<file path="src/rtl/rrpv_insert_selector.sv">
module rrpv_insert_selector #(
  parameter int SET_BITS   = 10,
  parameter int FIELD_BITS = 5,
  parameter int RRPV_BITS  = 2,
  parameter int PSEL_BITS  = 10,
  parameter int BIP_BITS   = 5
) (
  input  logic                 clk,
  input  logic                 rst_n,
  input  logic [SET_BITS-1:0]  set_idx,
  input  logic                 miss,
  output logic [RRPV_BITS-1:0] insert_rrpv
);

  localparam logic [RRPV_BITS-1:0] RRPV_DIST = '1;
  localparam logic [RRPV_BITS-1:0] RRPV_LONG = {{(RRPV_BITS-1){1'b1}}, 1'b0};
  localparam logic [PSEL_BITS-1:0] PSEL_MAX  = '1;
  localparam logic [PSEL_BITS-1:0] PSEL_MID  = {1'b1, {(PSEL_BITS-1){1'b0}}};

  logic [PSEL_BITS-1:0]  psel;
  logic [BIP_BITS-1:0]   bip_cnt;
  logic [FIELD_BITS-1:0] hi_field, lo_field;
  logic                  lead_static, lead_bimodal, use_bimodal;

  assign hi_field     = set_idx[SET_BITS-1 -: FIELD_BITS];
  assign lo_field     = set_idx[FIELD_BITS-1:0];
  assign lead_static  = (hi_field == lo_field);
  assign lead_bimodal = (hi_field == ~lo_field);
  assign use_bimodal  = lead_bimodal | (~lead_static & psel[PSEL_BITS-1]);
  assign insert_rrpv  = (use_bimodal && bip_cnt != '0) ? RRPV_DIST : RRPV_LONG;

  always_ff @(posedge clk) begin
    if (!rst_n) begin
      psel <= PSEL_MID;
    end else if (miss && lead_static && psel != PSEL_MAX) begin
      psel <= psel + 1'b1;
    end else if (miss && lead_bimodal && psel != '0) begin
      psel <= psel - 1'b1;
    end
  end

  always_ff @(posedge clk) begin
    if (!rst_n) bip_cnt <= '0;
    else if (miss && use_bimodal) bip_cnt <= bip_cnt + 1'b1;
  end

  assert_static_leader_long_R1: assert property (@(posedge clk) disable iff (!rst_n)
    lead_static |-> insert_rrpv == RRPV_LONG);

  assert_bip_advance_R2: assert property (@(posedge clk) disable iff (!rst_n)
    (miss && use_bimodal) |=> bip_cnt == $past(bip_cnt) + 1'b1);

  assert_bip_hold_R2: assert property (@(posedge clk) disable iff (!rst_n)
    !(miss && use_bimodal) |=> $stable(bip_cnt));

  assert_psel_inc_R4: assert property (@(posedge clk) disable iff (!rst_n)
    (miss && lead_static && psel != PSEL_MAX) |=> psel == $past(psel) + 1'b1);

  assert_psel_top_R4: assert property (@(posedge clk) disable iff (!rst_n)
    (miss && lead_static && psel == PSEL_MAX) |=> psel == PSEL_MAX);

  assert_psel_dec_R5: assert property (@(posedge clk) disable iff (!rst_n)
    (miss && lead_bimodal && psel != '0) |=> psel == $past(psel) - 1'b1);

  assert_psel_floor_R5: assert property (@(posedge clk) disable iff (!rst_n)
    (miss && lead_bimodal && psel == '0) |=> psel == '0);

  assert_psel_follower_R6: assert property (@(posedge clk) disable iff (!rst_n)
    (!lead_static && !lead_bimodal) |=> $stable(psel));

  assert_idle_hold_R9: assert property (@(posedge clk) disable iff (!rst_n)
    !miss |=> ($stable(psel) && $stable(bip_cnt)));

endmodule

</file>
<file path="config.mk">
export PLATFORM = sky130hd
export DESIGN_NAME = rrpv_insert_selector
export DESIGN_NICKNAME = d
export VERILOG_FILES = /design/src/rtl/rrpv_insert_selector.sv
export SDC_FILE = /design/constraint.sdc
export NUM_CORES = 1
export LEC_CHECK = 0
export ABC_AREA = 1
export BUFFER_PORTS_ARGS = -buffer_cell sky130_fd_sc_hd__clkbuf_2
export CORE_UTILIZATION = 45
export DETAILED_ROUTE_END_ITERATION = 16
export HOLD_SLACK_MARGIN = 0.03
export PLACE_DENSITY = 0.66
export REMOVE_ABC_BUFFERS = 1
export SLEW_MARGIN = 20
export SYNTH_ARGS = -nofsm -noshare
export SYNTH_HDL_FRONTEND = slang
export SYNTH_SLANG_ARGS = --single-unit
</file>
<file path="constraint.sdc">
create_clock -name clk -period 2.1 [get_ports clk]
set_clock_uncertainty 0.1 [all_clocks]
set_input_delay 0.105 -clock clk [delete_from_list [all_inputs] [get_ports clk]]
set_output_delay 0.105 -clock clk [all_outputs]
set_load 0.01 [all_outputs]
</file>
==> impl_metrics.ini <==
[status]
status = completed

[power_and_ir_drop]
swShare = 0.334
combPwrFrac = 0.336
p_switching_uw = 236
clkPwrFrac = 0.239
p_seq_frac = 0.425
total_leakage_power_nw = 0.869
vdd_drop_max_mv = 0.280
internal_power_uw = 472
power_density_nw_per_um2 = 390

[worst_setup_path]
path_max_fanout = 5
crit_required_ns = 2.17
rr_startpoint = psel[8]
crit_path_start_kind = flop
path_common_cell = nand2_2
rr_worst_depth = 18
worst_path_max_delay_cell = dfxtp_2
cp-end-kind = flop
crit_chain = nand2_2 -> nor2_1 -> nand3_1 -> nand2_2 -> inv_4 -> nand2_8 -> ha_4 -> nand2_4 -> inv_2 -> nand2_2 -> nand2_2 -> nand2_1 -> nand2_1 -> nor2_1 -> nand2_1 -> nand3_2 -> nand2_2 -> nand3_2
r2r_end = psel[9]
cp_top_family = simple AND/OR/NAND/NOR gates
max_stage_delay_ns = 0.34
reg2reg_slack_ns = 0.005
path_buf_inv = 2
arrival_ns = 2.16
crit_type = reg2reg

[route]
drtIter0Drc = 39
drtPass1Iterations = 5
wl_per_cell_um = 11.9
via_per_inst = 5.05
route.detailed.drc = 0
vias = 1368
antenna_left = 0
wl_um = 3230

[synth]
synth_cell_types = 29
synth_seq_cells = 15
synth.top_cells.by_area = dfxtp_1, nand2_1, ha_1
ys_warn_count = 0
synth_area_um2 = 1350
yosys.area.top_type = dfxtp_1
syn_area_per_cell_um2 = 6.63
synth_top_area_frac = 0.222
syn_inst = 204
ys_seq_area_frac = 0.222

[floorplan]
io_pins = 15
die_w_um = 56.8
die_y_um = 56.8
coreArea_um2 = 2810
initial_core_util = 0.482
fp-row-count = 19
die-area_um2 = 3230

[global_routing]
grt_pass1_vias = 1155
grt_pass1_wl_um = 4690
grt_max_degree = 21
antenna_found_initial = 0
track_usage = 0.183
grt_overflow_total = 0

[place]
gp_congestion = 0.809
pre_cts_ws_ns = -0.0134
io_buffers = 13
dp_hpwl_um = 2220

[timing]
timing.fmax_ghz = 0.477
setup_viol_count_final = 0
hold_viol_final = 0
rsz0062_at_grt = yes
maxSlewViolCount = 0
fin_crit_sh = 0.998
fin_crit_ns = 2.10
tns_ns = 0
timing.final.ws_setup_ns = 0.00471

[clock_tree]
clock_path_buffers = 2
cts_max_level = 1
cts.sinks = 15
clockRootBuffer = clkbuf_4
postCtsHoldBufs = 0
clk_latency_ns = 0.28
cts_made_buffers = 3
cts.clk_slew.worst_paths_ns = 0.09
cts_tree = built

[finish]
drive_gt1_frac = 0.388
layout_commonest_cell = nand2_1
fin_util = 0.648
nNetsFinal = 265
final_cell_mix = nand2_1, inv_1, buf_4
area_delta_synth_final_pct = 34.3
antenna_cells = 0

[hold_path]
hold_path.startpoint = miss
hold_path_depth = 3
hold_class = in2reg
hold_end = bip_cnt[4]

[run]
max_cap_violations = 0
## power groups by stage
stage | Sequential (mW) | Clock (mW) | Combinational, mW
5_1_grt | 0.302 | 0.187 | 0.264
2_1_floorplan | 0.308 | 0 | 0.134
3_3_place_gp | 0.308 | 0 | 0.198
6_report | 0.301 | 0.169 | 0.238
3_5_place_dp | 0.308 | 0 | 0.200
4_1_cts | 0.301 | 0.175 | 0.205
## per-stage QoR
stage          power, mW  hold WS, ns  area (µm²)  std cells
5_1_grt            0.754       0.0866        1820        271
3_3_place_gp       0.506        0.378        1560        263
6_report           0.708       0.0898        1820        271
3_5_place_dp       0.507        0.375        1560        263
2_1_floorplan      0.442       0.0804        1310        200
4_1_cts            0.681       0.0734        1610        268
## cell families after synthesis
logic type	after synthesis	synth area share
buf+inv	31	0.104
xor+xnor	14	0.0907
flops	15	0.222
other cells	1	0.00277
compound gates	32	0.137
fa+ha+maj	11	0.107
simple gates	100	0.337
## state kept, by name (all words and copies together), names as in the netlist
| register | flops |
|---|---|
| psel | 10 |
| bip_cnt | 5 |
## synth_stat cells
library cell / n
fa_1: 1
buf_4: 1
xor2_1: 6
a21oi_1: 17
nand3_1: 15
o21ai_2: 1
inv_1: 23
buf_6: 1
nor2_2: 2
nand2_4: 2
inv_2: 3
buf_8: 1
nor2_4: 1
nor2_1: 18
a21oi_2: 1
xnor2_1: 8
o21a_1: 1
o21ai_4: 1
dfxtp_1: 15
clkbuf_2: 1
o31a_1: 1
clkinv_1: 1
o21ai_1: 10
nand3_2: 3
conb_1: 1
nand2_1: 53
nand2_2: 3
ha_1: 10
nand4_1: 3
## worst min-delay path: cells and delay by family
kind | cells | cell delay (ns)
buf+inv | 1 | 0.15
compound gates | 1 | 0.06
simple gates | 1 | 0.11
## per-layer routing
| layer | part of all wire | vias up | track usage |
|---|---|---|---|
| li1 | - | 729 | - |
| met1 | 0.45 | 612 | 0.229 |
| met2 | 0.52 | 23 | 0.330 |
| met3 | 0.028 | 4 | 0.0346 |
| met4 | 0.0053 | 0 | 0.0314 |
| met5 | 0 | - | 0 |
## timing repair
| action | CTS | global route |
|---|---|---|
| cloned | 0 | 1 |
| buffers inserted | 1 | 2 |
| setup endpoints to repair | 2 | 5 |
| resized for setup | 2 | 40 |
| pin swaps | 1 | 10 |
## layout make-up
type	count	area (µm²)
clock buffers	4	26.3
multi-input cells	159	1110
repair buffers	35	230
inverters	27	104
flip-flops and latches	15	312
well taps	31	38.8
fillers	245	988
## worst max path at each step
stage	depth (start not counted)	end	startpoint	slack, ns
6_report	18	psel[9]	psel[8]	0.005
5_1_grt	18	psel[9]	psel[8]	-0.1
4_1_cts	17	psel[9]	psel[0]	-0.009
3_5_place_dp	17	psel[9]	psel[0]	-0.01
3_3_place_gp	17	psel[9]	psel[8]	0.03
2_1_floorplan	15	psel[9]	psel[0]	0.10
Power figures use the tool's default switching activity.
